<file path="config.mk">
export PLATFORM = sky130hd
export DESIGN_NAME = vmem_stride_engine
export DESIGN_NICKNAME = d
export VERILOG_FILES = /design/src/rtl/vmem_pkg.sv /design/src/rtl/vmem_addr_gen.sv /design/src/rtl/vmem_bank_track.sv /design/src/rtl/vmem_ret_pipe.sv /design/src/rtl/vmem_stride_engine.sv
export SDC_FILE = /design/constraint.sdc
export NUM_CORES = 1
export LEC_CHECK = 0
export ABC_CLOCK_PERIOD_IN_PS = 6300
export BUFFER_PORTS_ARGS = -buffer_cell sky130_fd_sc_hd__clkbuf_2
export CAP_MARGIN = 20
export CORE_ASPECT_RATIO = 0.9
export CORE_MARGIN = 10
export CORE_UTILIZATION = 41
export CTS_BUF_LIST = sky130_fd_sc_hd__clkbuf_8 sky130_fd_sc_hd__clkbuf_16
export CTS_CLUSTER_SIZE = 16
export DETAILED_ROUTE_END_ITERATION = 7
export PLACE_DENSITY_LB_ADDON = 0.12
export SYNTH_ARGS = -nofsm -noshare
export SYNTH_HDL_FRONTEND = slang
export SYNTH_SLANG_ARGS = --single-unit
</file>
<file path="constraint.sdc">
create_clock -name clk_i -period 6.3 [get_ports clk_i]
set_clock_uncertainty 0.15 [all_clocks]
set_input_delay 1.26 -clock clk_i [delete_from_list [all_inputs] [get_ports clk_i]]
set_output_delay 1.26 -clock clk_i [all_outputs]
set_load 0.05 [all_outputs]
</file>
<file path="src/rtl/vmem_pkg.sv">
package vmem_pkg;
  typedef enum logic [1:0] {ST_IDLE, ST_ISSUE, ST_DRAIN} eng_st_e;
endpackage

</file>
<file path="src/rtl/vmem_addr_gen.sv">
module vmem_addr_gen #(
  parameter int ADDR_W = 16,
  parameter int IDX_W  = 6
) (
  input  logic              clk_i,
  input  logic              rst_ni,
  input  logic              load_i,
  input  logic              adv_i,
  input  logic [ADDR_W-1:0] base_i,
  input  logic [ADDR_W-1:0] stride_i,
  input  logic [IDX_W-1:0]  last_idx_i,
  output logic [ADDR_W-1:0] addr_o,
  output logic [IDX_W-1:0]  idx_o,
  output logic              last_o
);
  logic [ADDR_W-1:0] addr_q, stride_q;
  logic [IDX_W-1:0]  idx_q, last_q;

  always_ff @(posedge clk_i or negedge rst_ni) begin
    if (!rst_ni) begin
      addr_q   <= '0;
      stride_q <= '0;
      idx_q    <= '0;
      last_q   <= '0;
    end else if (load_i) begin
      addr_q   <= base_i;
      stride_q <= stride_i;
      idx_q    <= '0;
      last_q   <= last_idx_i;
    end else if (adv_i && (idx_q != last_q)) begin
      // running sum avoids a multiplier on the address path
      addr_q <= addr_q + stride_q;
      idx_q  <= idx_q + 1'b1;
    end
  end

  assign addr_o = addr_q;
  assign idx_o  = idx_q;
  assign last_o = (idx_q == last_q);
endmodule

</file>
<file path="src/rtl/vmem_bank_track.sv">
module vmem_bank_track #(
  parameter int NUM_BANKS = 16,
  parameter int BUSY_CYC  = 4,
  localparam int BANK_W   = $clog2(NUM_BANKS),
  localparam int CNT_W    = $clog2(BUSY_CYC + 1)
) (
  input  logic              clk_i,
  input  logic              rst_ni,
  input  logic              fire_i,
  input  logic [BANK_W-1:0] bank_i,
  output logic              busy_o
);
  logic [NUM_BANKS-1:0] busy_vec;

  for (genvar g = 0; g < NUM_BANKS; g++) begin : g_bank
    logic [CNT_W-1:0] cnt_q;
    always_ff @(posedge clk_i or negedge rst_ni) begin
      if (!rst_ni)                                  cnt_q <= '0;
      else if (fire_i && (bank_i == BANK_W'(g)))    cnt_q <= CNT_W'(BUSY_CYC - 1);
      else if (cnt_q != '0)                         cnt_q <= cnt_q - 1'b1;
    end
    assign busy_vec[g] = (cnt_q != '0);
  end

  assign busy_o = busy_vec[bank_i];
endmodule

</file>
<file path="src/rtl/vmem_ret_pipe.sv">
module vmem_ret_pipe #(
  parameter int LAT   = 12,
  parameter int IDX_W = 6
) (
  input  logic             clk_i,
  input  logic             rst_ni,
  input  logic             push_i,
  input  logic [IDX_W-1:0] idx_i,
  input  logic             last_i,
  output logic             vld_o,
  output logic [IDX_W-1:0] idx_o,
  output logic             last_o
);
  logic [LAT-1:0] vld_q;
  logic [IDX_W:0] ent_q [LAT];

  always_ff @(posedge clk_i or negedge rst_ni) begin
    if (!rst_ni) begin
      vld_q <= '0;
      for (int k = 0; k < LAT; k++) ent_q[k] <= '0;
    end else begin
      vld_q[0] <= push_i;
      ent_q[0] <= {last_i, idx_i};
      for (int k = 1; k < LAT; k++) begin
        vld_q[k] <= vld_q[k-1];
        ent_q[k] <= ent_q[k-1];
      end
    end
  end

  assign vld_o  = vld_q[LAT-1];
  assign idx_o  = ent_q[LAT-1][IDX_W-1:0];
  assign last_o = vld_q[LAT-1] & ent_q[LAT-1][IDX_W];
endmodule

</file>
<file path="src/rtl/vmem_stride_engine.sv">
module vmem_stride_engine #(
  parameter int ADDR_W    = 16,
  parameter int DATA_W    = 64,
  parameter int NUM_BANKS = 16,
  parameter int BUSY_CYC  = 4,
  parameter int LOAD_LAT  = 12,
  parameter int MAX_VL    = 64,
  localparam int BANK_W   = $clog2(NUM_BANKS),
  localparam int VL_W     = $clog2(MAX_VL + 1),
  localparam int IDX_W    = $clog2(MAX_VL)
) (
  input  logic              clk_i,
  input  logic              rst_ni,
  input  logic              start_i,
  input  logic              store_i,
  input  logic [ADDR_W-1:0] base_i,
  input  logic [ADDR_W-1:0] stride_i,
  input  logic [VL_W-1:0]   vlen_i,
  output logic              busy_o,
  output logic              stall_o,
  output logic              done_o,
  output logic [IDX_W-1:0]  rd_idx_o,
  input  logic [DATA_W-1:0] rd_data_i,
  output logic              mem_req_o,
  output logic              mem_we_o,
  output logic [ADDR_W-1:0] mem_addr_o,
  output logic [BANK_W-1:0] mem_bank_o,
  output logic [DATA_W-1:0] mem_wdata_o,
  input  logic [DATA_W-1:0] mem_rdata_i,
  output logic              wb_valid_o,
  output logic [IDX_W-1:0]  wb_idx_o,
  output logic [DATA_W-1:0] wb_data_o
);
  import vmem_pkg::*;

  eng_st_e           st_q, st_d;
  logic              store_q, done_q;
  logic [VL_W-1:0]   vl_c;
  logic              start_ok, bank_busy, fire, last_el, ret_last;
  logic [ADDR_W-1:0] addr;
  logic [IDX_W-1:0]  idx;

  assign vl_c     = (vlen_i > VL_W'(MAX_VL)) ? VL_W'(MAX_VL) : vlen_i;
  assign start_ok = start_i && (st_q == ST_IDLE);
  assign fire     = (st_q == ST_ISSUE) && !bank_busy;

  vmem_addr_gen #(.ADDR_W(ADDR_W), .IDX_W(IDX_W)) u_agen (
    .clk_i, .rst_ni,
    .load_i     (start_ok),
    .adv_i      (fire),
    .base_i     (base_i),
    .stride_i   (stride_i),
    .last_idx_i (IDX_W'(vl_c - 1'b1)),
    .addr_o     (addr),
    .idx_o      (idx),
    .last_o     (last_el)
  );

  vmem_bank_track #(.NUM_BANKS(NUM_BANKS), .BUSY_CYC(BUSY_CYC)) u_bank (
    .clk_i, .rst_ni,
    .fire_i (fire),
    .bank_i (addr[BANK_W-1:0]),
    .busy_o (bank_busy)
  );

  vmem_ret_pipe #(.LAT(LOAD_LAT), .IDX_W(IDX_W)) u_ret (
    .clk_i, .rst_ni,
    .push_i (fire && !store_q),
    .idx_i  (idx),
    .last_i (last_el),
    .vld_o  (wb_valid_o),
    .idx_o  (wb_idx_o),
    .last_o (ret_last)
  );

  always_comb begin
    st_d = st_q;
    unique case (st_q)
      ST_IDLE:  if (start_ok && vl_c != '0) st_d = ST_ISSUE;
      ST_ISSUE: if (fire && last_el)        st_d = store_q ? ST_IDLE : ST_DRAIN;
      ST_DRAIN: if (ret_last)               st_d = ST_IDLE;
      default:                              st_d = ST_IDLE;
    endcase
  end

  always_ff @(posedge clk_i or negedge rst_ni) begin
    if (!rst_ni) begin
      st_q    <= ST_IDLE;
      store_q <= 1'b0;
      done_q  <= 1'b0;
    end else begin
      st_q   <= st_d;
      done_q <= (start_ok && vl_c == '0) || (fire && last_el && store_q) || ret_last;
      if (start_ok) store_q <= store_i;
    end
  end

  assign busy_o      = (st_q != ST_IDLE);
  assign stall_o     = (st_q == ST_ISSUE) && bank_busy;
  assign done_o      = done_q;
  assign rd_idx_o    = idx;
  assign mem_req_o   = fire;
  assign mem_we_o    = fire && store_q;
  assign mem_addr_o  = addr;
  assign mem_bank_o  = addr[BANK_W-1:0];
  assign mem_wdata_o = rd_data_i;
  assign wb_data_o   = mem_rdata_i;
endmodule

</file>
## Yosys cells after proc, flatten, opt, wreduce, memory -nomap -nowiden

Cells that the tools add are included.

- Word-level logic and storage cells: 193
- Output and inout port bits: 166
- Bits in registers: 192
- Input bits: 171

- Mux-type cells: 44
- Reduce and logical (&&, ||, !) cells: 69
- Bitwise operators: 1
- Equality and inequality tests: 22
- $add $sub $neg: 19
- $lt $le $gt $ge: 2

Operator list:

| operator | number |
|---|---|
| 2-to-1 mux 3 bit | 32 |
| nonzero test 3 bit | 16 |
| subtractor 3 x 1 -> 3 bit, second input constant | 16 |
| nonzero test 2 bit | 18 |
| == test 4 bit, second input constant | 8 |
| 2-to-1 mux 16 bit | 2 |
| logical AND 1 bit | 26 |
| adder 16 bit | 1 |
| == test 4 x 3 -> 1 bit, second input constant | 4 |
| 2-to-1 mux 6 bit | 2 |
| == test 4 x 2 -> 1 bit, second input constant | 2 |
| 2-to-1 mux 2 bit | 4 |
| greater-than comparator 7 bit, second input constant | 1 |
| zero test 7 bit | 1 |
| 2-to-1 mux 7 bit | 1 |
| nonzero test 7 bit | 1 |
| adder 6 x 1 -> 6 bit, second input constant | 1 |
| == test 6 bit | 1 |
| != test 6 bit | 1 |
| one-hot mux 2 bit (3 select lines) | 1 |
| subtractor 6 x 1 -> 6 bit, second input constant | 1 |
| less-than comparator 4 x 5 -> 1 bit, second input constant | 1 |
| binary-select mux 1 bit (select 4 bit) | 1 |
| == test 4 x 1 -> 1 bit, second input constant | 1 |
| other kinds (11) | 14 |

## Logic depth before layout (Yosys ltp)

Gate-level depths: netlist of run 1.

- Depth after elaboration: 9
- Gate-level depth with buffers: 11
- Mapped depth without buffers: 10

## Modules after synthesis

Synthesis of run 1 repeated with hierarchy kept, for this count alone.

- Cell total of the unflattened synthesis: 813
- Area, all modules: 9,196.3 um^2

By module, submodules not included:

| module | cells an instance | times used | area each (um^2) | sequential area each (um^2) |
|---|---|---|---|---|
| vmem_bank_track | 276 | 1 | 2,710.1 | 1,201.2 |
| vmem_addr_gen | 259 | 1 | 2,675.1 | 1,101.1 |
| vmem_ret_pipe | 103 | 1 | 2,453.6 | 2,402.3 |
| vmem_stride_engine | 175 | 1 | 1,357.6 | 100.1 |

## Least setup slack after synthesis of run 1

Ideal clock, no wire load.

- Path kind: register to output
- Start point: register u_agen.addr_q[3] (netlist: u_agen.addr_o[3])
- End point: output port stall_o
- Path slack: 2.563 ns
- Buffers on the path: 1
- Cell stages (with the launch flop): 6
- Data required time: 4.890 ns
- Arrival time: 2.327 ns
- Cells stage by stage: dfrtp_1 buf_4 mux4_2 mux2i_1 mux2i_1 nor2_1

- Word-level cells in the longest chain between the ends: 3

RTL lines:

| item | RTL line | RTL |
|---|---|---|
| from (decl) | vmem_addr_gen.sv:16 | `logic [ADDR_W-1:0] addr_q, stride_q;` |
| from (signal assigned) | vmem_addr_gen.sv:26 | `addr_q <= base_i;` |
| from (signal assigned) | vmem_addr_gen.sv:32 | `addr_q <= addr_q + stride_q;` |
| binary-select mux 1 bit (select 4 bit) | vmem_bank_track.sv:25 | `assign busy_o = busy_vec[bank_i];` |
| 2-to-1 mux 1 bit (not written as such) | vmem_bank_track.sv:25 |  |
| logical AND 1 bit | vmem_stride_engine.sv:99 | `assign stall_o = (st_q == ST_ISSUE) && bank_busy;` |
| to (decl) | vmem_stride_engine.sv:20 | `output logic stall_o,` |

Every way passes these cells. The select of a mux whose other input is x is not followed.

## Worst setup path after layout of run 1

- Start point: register u_agen.addr_q[0] (netlist: u_agen.addr_o[0])
- End point: output port mem_we_o

- Word-level cells in the longest chain between the ends: 5

RTL lines:

| item | RTL line | RTL |
|---|---|---|
| binary-select mux 1 bit (select 4 bit) | vmem_bank_track.sv:25 |  |
| 2-to-1 mux 1 bit (not written as such) | vmem_bank_track.sv:25 |  |
| zero test 1 bit | vmem_stride_engine.sv:45 | `assign fire = (st_q == ST_ISSUE) && !bank_busy;` |
| logical AND 1 bit | vmem_stride_engine.sv:45 |  |
| logical AND 1 bit | vmem_stride_engine.sv:103 | `assign mem_we_o = fire && store_q;` |
| to (decl) | vmem_stride_engine.sv:25 | `output logic mem_we_o,` |

Every way passes these cells. The select of a mux whose other input is x is not followed.

==> results of run 1 <==
==> cells in the mapped netlist, drive strengths merged (2+ instances only) <==
master,count
a211oi,2
a21o,4
a21oi,44
a221o,2
a22oi,2
a31oi,12
and2,6
and3,4
buf,148
clkbuf,8
dfrtp,192
ha,49
inv,57
mux2i,6
mux4,7
nand2,123
nand2b,3
nand3,11
nand3b,2
nand4,4
nor2,49
nor2b,6
nor3,5
nor4,3
o211ai,16
o21a,2
o21ai,12
o22ai,8
o31ai,2
or3,2
xnor2,16
xor2,24
==> critical path, stage by stage (launching register included) <==
cell and delay (ns):
dfrtp_1 0.87, mux4_2 0.61, mux2i_1 0.15, mux2i_1 0.18
and3_1 0.28, clkbuf_2 0.25
==> sequential cells by signal, summed over array words and instances (netlist names) <==
signal,flops
u_ret.idx_o,6
u_agen.addr_o,16
st_q,2
done_o,1
u_ret.ent_q,78
u_agen.idx_o,6
u_agen.stride_q,16
u_ret.vld_q,12
u_bank.g_bank.cnt_q,48
store_q,1
u_agen.last_q,6
==> power breakdown <==
part	leakage, nW	internal, mW	switching, mW	total [mW]
clock network	0.313	0.566	0.581	1.15
logic	2.01	0.915	1.46	2.38
registers	2.45	1.66	0.287	1.94
==> metrics by stage <==
stage,area [um2],total power [mW]
2_1_floorplan,8970,4.01
3_3_place_gp,8680,4.24
3_5_place_dp,8680,4.37
4_1_cts,9330,5.55
5_1_grt,9330,5.93
6_report,9330,5.47
==> worst paths after layout <==
path | start | endpoint | slack [ns] | cells after the start
min | u_ret.ent_q[74]$_DFF_PN0_ | u_ret.ent_q[67]$_DFF_PN0_ | 0.20 | 0
max | u_agen.addr_o[0]$_DFFE_PN0P_ | mem_we_o | 2.11 | 5
min reg2reg | u_ret.ent_q[74]$_DFF_PN0_ | u_ret.ent_q[67]$_DFF_PN0_ | 0.20 | 0
max in group asynchronous | rst_ni | u_ret.ent_q[66]$_DFF_PN0_ | 4.01 | 2
min in group asynchronous | rst_ni | u_bank.g_bank[6].cnt_q[1]$_DFFE_PN0P_ | 0.80 | 1
max reg2reg | u_agen.addr_o[0]$_DFFE_PN0P_ | u_agen.addr_o[10]$_DFFE_PN0P_ | 3.12 | 10
==> layout make-up <==
class	count	area [um2]
Timing Repair Buffer	87	462
Inverter	57	214
Multi-Input combinational cell	435	2830
Tap cell	291	364
Clock buffer	17	425
Fill cell	2063	12200
Clock inverter	15	228
Sequential cell	192	4800
==> cell usage in the layout, fill, tap and decap left out, drive strengths merged, types with 4 or more instances in the layout <==
cell type  count
mux2i          6
o21ai         12
and3           4
a21oi         44
inv           67
nor2          49
o22ai          8
dfrtp        192
ha            49
nor2b          6
mux4           7
nand3         11
buf            7
nor3           5
xnor2         16
xor2          24
a31oi         12
a21o           4
clkinv         5
o211ai        16
nand4          4
nand2        123
and2           6
clkbuf        97
==> kinds of logic (layout without fill, tap and decap cells) <==
family | count (synthesis) | in the layout | synth area share, %
compound gates | 112 | 112 | 7.67
xor+xnor | 40 | 40 | 3.90
fa+ha+maj | 50 | 50 | 7.06
buf+inv | 213 | 176 | 14.9
flops | 192 | 192 | 53.5
mux | 13 | 13 | 2.43
simple gates | 220 | 220 | 10.5
==> per-layer routing <==
metal	wire length (um)	vias up
li1	-	2538
met1	7680	2564
met2	11400	232
met3	3010	54
met4	745	0
met5	0	-
==> flow_metrics.tcl, run 1 <==
set metrics [dict create \
    outcome "finished clean" \
    hp-class "reg2reg" \
    dp_slack_ns 2.53 \
    maxCapViolCount 0 \
    drv_slew 0 \
    dieArea_um2 28200 \
    setup_ws_ns 2.11 \
    cts_root_buffer "clkbuf_16" \
    power_density_nw_per_um2 586 \
    grt_pass1_vias 5737 \
    utilization_pct 43.3 \
    fin_hold_ws_ns 0.198 \
    drt_iter0_drc 377 \
    track_usage_pct 16.4 \
    fin_nets 1011 \
    antenna_left 0 \
    vias 5388 \
    startpoint_type "flop" \
    clock_sinks 192 \
    row_count 51 \
    worst_pin_slew_ns 0.917 \
    portBuffers 80 \
    postCtsSetupBuffers 0 \
    synth_top_area_share_pct 53.5 \
    cts_tree "done" \
    antenna_found_initial 0 \
    fp.dieW_um 176 \
    arrival_ns 2.78 \
    cts_hold_buf 0 \
    grt_max_degree 114 \
    dp.cells 1062 \
    criticalPathCategory "reg2out" \
    finalNonFillerCells 1094 \
    met1_usage_pct 15.8 \
    hold_viol 0 \
    drt_drc_violations_left 0 \
    start_util_pct 41.6 \
    synth_nets 1061 \
    endpoint_kind "output port" \
    place.gp.congestion 0.792 \
    yosysTopAreaCell "dfrtp_1" \
    cts.clk_slew.worst_paths_ns 0.08 \
    required_ns 4.89 \
    grt_pass1_wl_um 35000 \
    use_met2_pct 28.0 \
    setup_tns_ns 0 \
    clk_latency_ns 0.44 \
    routed_wl_um 22800 \
    grt_use_met3_pct 9.66 \
    viasPerCell 4.93 \
    dr.pass1.iters 6 \
    clk_path_buf_depth 2 \
    async_reset_ff_share_pct 100 \
    synth_seq_cells 192 \
    netlist_top_cells_area "dfrtp_1 54%, buf_4 12%, ha_1 6.8%" \
    dp_hpwl_um 17900 \
    diodes 0 \
    overflow 0 \
    cp_max_fo 21 \
    post-route-min-period_ns 4.19 \
    numCtsBuffers 17 \
    die_h_um 160 \
    core_um2 21600 \
    synth-edff-count 0 \
    setup_viol 0 \
    yosysSeqAreaShare_pct 53.5 \
    synthToLayoutAreaGrowth_pct 3.97 \
    ys.warnings.count 0 \
    rsz0062_at_grt "no" \
    period_share_pct 66.6 \
    netlist-cell-type-count 46 \
    busiest_layer "met2" \
    vdd.ir_drop.worst_mv 0.248 \
    h-tree-depth 4 \
    p_leak_nw 4.77 \
    ys.flop_type "dfrtp_1" \
    syn_area_um2 8970 \
    maxSlewHeadroom_pct 38.8 \
    post_cts_resize_count 0 \
    max_freq_mhz 238 \
    syn_inst 840 \
    drive_above_1_share_pct 16.1 \
    detail_route.wl_per_cell_um 20.9 \
    syn_avg_cell_area_um2 10.7 \
    boundaryPins 337 \
]
No activity file was read; power rests on OpenSTA's default activity.
==> run 2: changes to the inputs <==
--- a/config.mk
+++ b/config.mk
@@ -5,7 +5,8 @@
 export SDC_FILE = /design/constraint.sdc
 export NUM_CORES = 1
 export LEC_CHECK = 0
-export ABC_CLOCK_PERIOD_IN_PS = 6300
+export ABC_AREA = 1
+export ABC_CLOCK_PERIOD_IN_PS = 4000
 export BUFFER_PORTS_ARGS = -buffer_cell sky130_fd_sc_hd__clkbuf_2
 export CAP_MARGIN = 20
 export CORE_ASPECT_RATIO = 0.9
==> constraint.sdc (replaced) <==
create_clock -name clk_i -period 4 [get_ports clk_i]
set_clock_uncertainty 0.15 [all_clocks]
set_input_delay 0.8 -clock clk_i [delete_from_list [all_inputs] [get_ports clk_i]]
set_output_delay 0.8 -clock clk_i [all_outputs]
set_load 0.05 [all_outputs]
==> run 2 against run 1 <==
Against the previous run: routed wire length down 21%; power rose by 67%; sequential share of layout area decreased by 3.6 points; non-clock buffer count stayed put; synthesized cell count increased by 33%; register-to-register slack got worse by 1.8 ns; first-iteration DRC count shrank 13%; area after synthesis grew 8.0%; global-route usage is 4.0 points lower; die area up 7.0%; critical path depth is 6 higher; critical endpoint unchanged; largest cell class unchanged.
==> flow_metrics.tcl, run 2 <==
set metrics [dict create \
    outcome "finished clean" \
    grt_max_degree 85 \
    synthSimpleGateAreaFrac_pct 22.1 \
    maxSlewHeadroom_pct 54.2 \
    syn_area_um2 9690 \
    hp-class "reg2reg" \
    cts.clk_slew.worst_paths_ns 0.08 \
    slowest_delay_ns 0.71 \
    criticalPathCategory "reg2out" \
    place.gp.congestion 0.847 \
    holdPathEnd "u_ret.vld_q[9]$_DFF_PN0_" \
    setup_viol 0 \
    synth_top_area_share_pct 49.6 \
    period_share_pct 87.1 \
    largest_register_ffs 78 \
    reg2reg_depth 12 \
    post_cts_resize_count 0 \
    vdd.ir_drop.worst_mv 0.407 \
    worst_pin_slew_ns 0.687 \
    cp_max_fo 16 \
    final_common_cell "nand2_1" \
    synth_nets 1335 \
    hold_depth 0 \
    dr.pass1.iters 6 \
    fp.dieW_um 182 \
    dieArea_um2 30200 \
    reg2reg_from "u_agen.addr_o[0]$_DFFE_PN0P_" \
    fin_nets 1282 \
    drv_slew 0 \
    max_freq_mhz 287 \
    row_count 53 \
    synth_compound_area_share_pct 2.96 \
    numCtsBuffers 17 \
    crit_family "simple AND/OR/NAND/NOR gates" \
    post-synth-top-count-cell "nand2_1" \
    core_um2 23300 \
    synth_common_cells "367 x nand2_1, 192 x dfrtp_1, 142 x buf_4" \
    synth_xor_area_share_pct 1.54 \
    viasPerCell 4.52 \
    crit_path_top_delay_cell "dfrtp_1" \
    required_ns 3.05 \
    setup_tns_ns 0 \
    r2r_slack_ns 1.33 \
    cts_root_buffer "clkbuf_16" \
    synthAdderAreaFrac_pct 6.54 \
    start_util_pct 41.6 \
    grt_pass1_vias 6240 \
    synth_top_family_by_area "simple AND/OR/NAND/NOR gates" \
    syn_inst 1114 \
    synth_seq_cells 192 \
    setup_ws_ns 0.515 \
    routed_wl_um 18100 \
    hold_viol 0 \
    maxCapViolCount 0 \
    async_reset_ff_share_pct 100 \
    ys.warnings.count 0 \
    clk_latency_ns 0.43 \
    dp.cells 1344 \
    synthToLayoutAreaGrowth_pct 3.58 \
    grt_pass1_wl_um 31300 \
    critPathBufInv 2 \
    drt_iter0_drc 327 \
    postCtsSetupBuffers 0 \
    cp_cell_sequence "inv_2, nand2_1, nand2_1, nand2_1, nand2_1, nand2_1, nand2_1, nor2_4, nand2_2, nor2_1, clkbuf_2" \
    syn_avg_cell_area_um2 8.70 \
    track_usage_pct 12.4 \
    dp_slack_ns 0.921 \
    p_leak_nw 5.71 \
    drive_above_1_share_pct 12.9 \
    critPathMostFrequentCell "nand2_1" \
    endpoint_kind "output port" \
    post-route-min-period_ns 3.48 \
    cts_tree "done" \
    portBuffers 80 \
    netlist_top_cells_area "dfrtp_1 50%, nand2_1 14%, buf_4 11%" \
    yosysSeqAreaShare_pct 49.6 \
    final_cell_mix "366 x nand2_1, 192 x dfrtp_1, 135 x inv_1" \
    antenna_found_initial 0 \
    top_regs "u_ret.ent_q x78, u_bank.g_bank.cnt_q x48" \
    synth-edff-count 0 \
    regMostFlops "u_ret.ent_q" \
    drt_drc_violations_left 0 \
    overflow 0 \
    r2r_end "u_agen.idx_o[5]$_DFFE_PN0P_" \
    finalNonFillerCells 1376 \
    netlist-cell-type-count 33 \
    rsz0062_at_grt "no" \
    dp_hpwl_um 12800 \
    h-tree-depth 4 \
    cts_hold_buf 0 \
    yosysTopAreaCell "dfrtp_1" \
    startpoint_type "flop" \
    vias 6218 \
    ys.flop_type "dfrtp_1" \
    yosys-mux-area-fraction_pct 0 \
    detail_route.wl_per_cell_um 13.2 \
    antenna_left 0 \
    clk_path_buf_depth 2 \
    boundaryPins 337 \
    die_h_um 166 \
    power_density_nw_per_um2 911 \
    clock_sinks 192 \
    diodes 0 \
    arrival_ns 2.53 \
    hp-start "u_ret.vld_q[8]$_DFF_PN0_" \
]
-- run 2: cell count changes after synthesis, sizes merged, moves of 12 or more --
cell / previous run / this run
nand3: 11 / 69
nor2: 49 / 33
nand4: 4 / 20
nand2: 123 / 370
inv: 57 / 136
a21oi: 44 / 9
xnor2: 16 / 4
o211ai: 16 / 0
o21ai: 12 / 44
-- run 2: worst register-to-register path, cell delays in order (launching register included) --
cell and delay, ns:
dfrtp_1 0.71, inv_2 0.20, nand2_1 0.12, nand2_1 0.05, nand2_1 0.05, nand2_1 0.05, nand2_1 0.06, nand2_1 0.08
nor2_4 0.23, nand3_4 0.36, nand2_4 0.38, nand2_1 0.10, nand2_1 0.07
-- run 2: cell families (layout without fill, tap and decap cells) --
family          after synthesis  after routing
flops                       192            192
buf+inv                     295            255
xor+xnor                     17             17
fa+ha+maj                    50             50
compound gates               56             56
simple gates                504            504
-- run 2: power by group --
group | switching, mW | internal (mW)
clock network | 0.906 | 0.876
registers | 0.402 | 2.68
logic | 2.88 | 1.39
-- run 2: area by class of cell --
class                           count  area [um2]
Clock buffer                       17         425
Clock inverter                     15         216
Fill cell                        2282       13200
Inverter                          136         510
Multi-Input combinational cell    627        3210
Sequential cell                   192        4800
Tap cell                          302         378
Timing Repair Buffer               87         487
-- run 2: routing by layer --
layer,wire length [um],GRT usage (%),vias to the layer above
li1,-,-,3206
met1,9020,16.4,2852
met4,466,4.95,0
met2,7780,18.5,92
met3,877,3.57,68
met5,0,0,-
-- run 2: how the worst max path moves through the flow --
stage,start,to,slack (ns),depth (start not counted)
6_report,u_agen.addr_o[0]$_DFFE_PN0P_,mem_we_o,0.52,11
5_1_grt,u_agen.addr_o[0]$_DFFE_PN0P_,mem_we_o,0.26,11
4_1_cts,u_agen.addr_o[0]$_DFFE_PN0P_,mem_we_o,0.44,11
3_5_place_dp,u_agen.addr_o[0]$_DFFE_PN0P_,mem_we_o,0.92,11
3_3_place_gp,u_agen.addr_o[0]$_DFFE_PN0P_,mem_we_o,0.95,11
2_1_floorplan,u_agen.addr_o[0]$_DFFE_PN0P_,stall_o,0.37,11
-- run 2: through the flow --
step	utilization (%)	cell area (um2)	power [mW]	hold slack (ns)
CTS	43.1	10000	9.30	0.196
detailed placement	40.3	9390	7.46	0.185
floorplan	-	9690	6.90	0.181
finish	43.1	10000	9.14	0.196
global placement	40.3	9390	7.40	0.182
global route	43.1	10000	10.1	0.194
==> run 3: changes to the inputs <==
--- a/config.mk
+++ b/config.mk
@@ -9,9 +9,11 @@
 export ABC_CLOCK_PERIOD_IN_PS = 4000
 export BUFFER_PORTS_ARGS = -buffer_cell sky130_fd_sc_hd__clkbuf_2
 export CAP_MARGIN = 20
+export CELL_PAD_IN_SITES_DETAIL_PLACEMENT = 0
+export CELL_PAD_IN_SITES_GLOBAL_PLACEMENT = 1
 export CORE_ASPECT_RATIO = 0.9
 export CORE_MARGIN = 10
-export CORE_UTILIZATION = 41
+export CORE_UTILIZATION = 37
 export CTS_BUF_LIST = sky130_fd_sc_hd__clkbuf_8 sky130_fd_sc_hd__clkbuf_16
 export CTS_CLUSTER_SIZE = 16
 export DETAILED_ROUTE_END_ITERATION = 7
==> run 3 against run 2 <==
Against the previous run: sequential share of layout area is 0.32 points lower; routed wire length is 6.9% higher; utilization is 4.1 points lower; setup slack worse by 0.044 ns; clock power is 4% higher; power is 1.4% higher; global-route usage is 0.22 points lower; fmax is 1.2% lower; via count is 0.98% higher; first-iteration DRC count is 15% higher; largest power group unchanged; highest routed layer unchanged.
==> flow_metrics.tcl, run 3 (same netlist as run 2, synthesis figures left out) <==
set metrics [dict create \
    setup_viol 0 \
    cts_root_buffer "clkbuf_16" \
    crit_family "buffers and inverters" \
    slowest_delay_ns 0.36 \
    grt_max_degree 103 \
    endpoint_kind "output port" \
    start_util_pct 37.4 \
    startpoint_type "flop" \
    grt_use_met3_pct 3.58 \
    fp.dieW_um 191 \
    p_comb_share_pct 46.7 \
    clockPowerShare_pct 20.0 \
    viasPerCell 4.41 \
    power_density_nw_per_um2 917 \
    required_ns 3.05 \
    p_leak_nw 5.72 \
    detail_route.wl_per_cell_um 13.6 \
    post-route-min-period_ns 3.53 \
    setup_ws_ns 0.471 \
    top_regs "u_ret.ent_q x78, u_bank.g_bank.cnt_q x48" \
    grt_pass1_vias 6436 \
    cts.clk_slew.worst_paths_ns 0.09 \
    period_share_pct 88.2 \
    max_freq_mhz 283 \
    drv_slew 0 \
    fin_area_um2 10100 \
    drive_above_1_share_pct 13.0 \
    numCtsBuffers 17 \
    grt_pass1_wl_um 32700 \
    drt_iter0_drc 376 \
    hp-class "reg2reg" \
    regMostFlops "u_ret.ent_q" \
    critPathMostFrequentCell "nand2_1" \
    vdd.ir_drop.worst_mv 0.325 \
    cp_cell_sequence "inv_1, ha_1, ha_1, inv_1, nand2_1, nand2_1, nand2_1, nand2_1, nand2_1, nand2_1, nor2_4, buf_4, nor3_1, clkbuf_2" \
    synthToLayoutAreaGrowth_pct 4.27 \
    seqPwrFrac_pct 33.3 \
    final_common_cell "nand2_1" \
    power_mw 9.26 \
    dr.pass1.iters 4 \
    dieArea_um2 33100 \
    die_h_um 174 \
    setup_tns_ns 0 \
    swShare_pct 46.4 \
    outcome "finished clean" \
    criticalPathCategory "reg2out" \
    diodes 0 \
    drt_drc_violations_left 0 \
    p_int_mw 4.97 \
    power.switching_mw 4.30 \
    clock_sinks 192 \
    antenna_found_initial 0 \
    final_cell_mix "366 x nand2_1, 192 x dfrtp_1, 135 x inv_1" \
    cp_max_fo 19 \
    track_usage_pct 12.1 \
    maxSlewHeadroom_pct 46.2 \
    boundaryPins 337 \
    hold_viol 0 \
    post_cts_resize_count 0 \
    arrival_ns 2.58 \
    use_met2_pct 18.8 \
    vias 6279 \
    clk_latency_ns 0.44 \
    dp_hpwl_um 14000 \
    core_um2 25900 \
    fin_hold_ws_ns 0.190 \
    overflow 0 \
    postCtsSetupBuffers 0 \
    placed_cell_area_um2 9440 \
    met1_usage_pct 15.5 \
    largest_register_ffs 78 \
    cts_hold_buf 0 \
    clk_path_buf_depth 2 \
    antenna_left 0 \
    row_count 56 \
    cts_tree "done" \
    crit_path_top_delay_cell "dfrtp_1" \
    routed_wl_um 19400 \
    worst_pin_slew_ns 0.806 \
    portBuffers 80 \
    rsz0062_at_grt "no" \
    fin_nets 1283 \
    critPathBufInv 4 \
    busiest_layer "met2" \
    dp_slack_ns 0.905 \
    h-tree-depth 4 \
    maxCapViolCount 0 \
    place.gp.congestion 0.772 \
]
-- run 3: cell types whose count changed in the layout (fill, tap and decap cells not counted) --
cell	delta
clkinv_4	-1
buf_12	-1
inv_12	+2
clkinv_8	-3
buf_4	+2
inv_16	+2
-- run 3: path summary, 6_finish.rpt --
check,startpoint,to,slack [ns],cells after the start
setup / recovery,u_bank.g_bank[0].cnt_q[0]$_DFFE_PN0P_,stall_o,0.47,14
hold / removal,u_ret.ent_q[7]$_DFF_PN0_,u_ret.idx_o[0]$_DFF_PN0_,0.19,0
setup reg to reg,u_agen.addr_o[1]$_DFFE_PN0P_,u_agen.addr_o[3]$_DFFE_PN0P_,1.14,11
hold reg to reg,u_ret.ent_q[7]$_DFF_PN0_,u_ret.idx_o[0]$_DFF_PN0_,0.19,0
max in group asynchronous,rst_ni,u_agen.idx_o[2]$_DFFE_PN0P_,2.48,2
min in group asynchronous,rst_ni,u_bank.g_bank[5].cnt_q[0]$_DFFE_PN0P_,0.28,1
-- run 3: layout make-up --
type / count / area, um2
fill: 2711 / 15800
sequential: 192 / 4800
multi-input combinational: 627 / 3210
inverter: 136 / 510
timing repair buffer: 88 / 482
tap: 348 / 435
clock buffer: 17 / 425
clock inverter: 15 / 231
-- run 3: metal layers --
layer	up-vias	wire length, um	share of wire, %
met5	-	0	0
met4	0	481	2.5
met3	63	953	4.9
met2	110	8770	45
met1	2903	9190	47
li1	3203	-	-
-- run 3: through the flow --
step / cells / utilization, %
after detailed placement: 1391 / 36.4
after CTS: 1423 / 39.0
final: 1423 / 39.0
after global placement: 1391 / 36.4
after floorplan: 1114 / -
after global routing: 1423 / 39.0
-- run 3: worst reg2reg max path: cells and delay by family, from the launching register on --
family        cells  cell delay [ns]
buf+inv           2             0.55
simple gates      9             1.43
flops             1             0.67
-- run 3: power by group through the flow --
stage               clock network, mW  registers, mW  logic, mW
CTS                              1.92           3.10       4.44
global route                     1.98           3.19       5.07
finish                           1.85           3.08       4.33
detailed placement                  0           3.14       4.42
global placement                    0           3.13       4.39
floorplan                           0           3.33       3.57
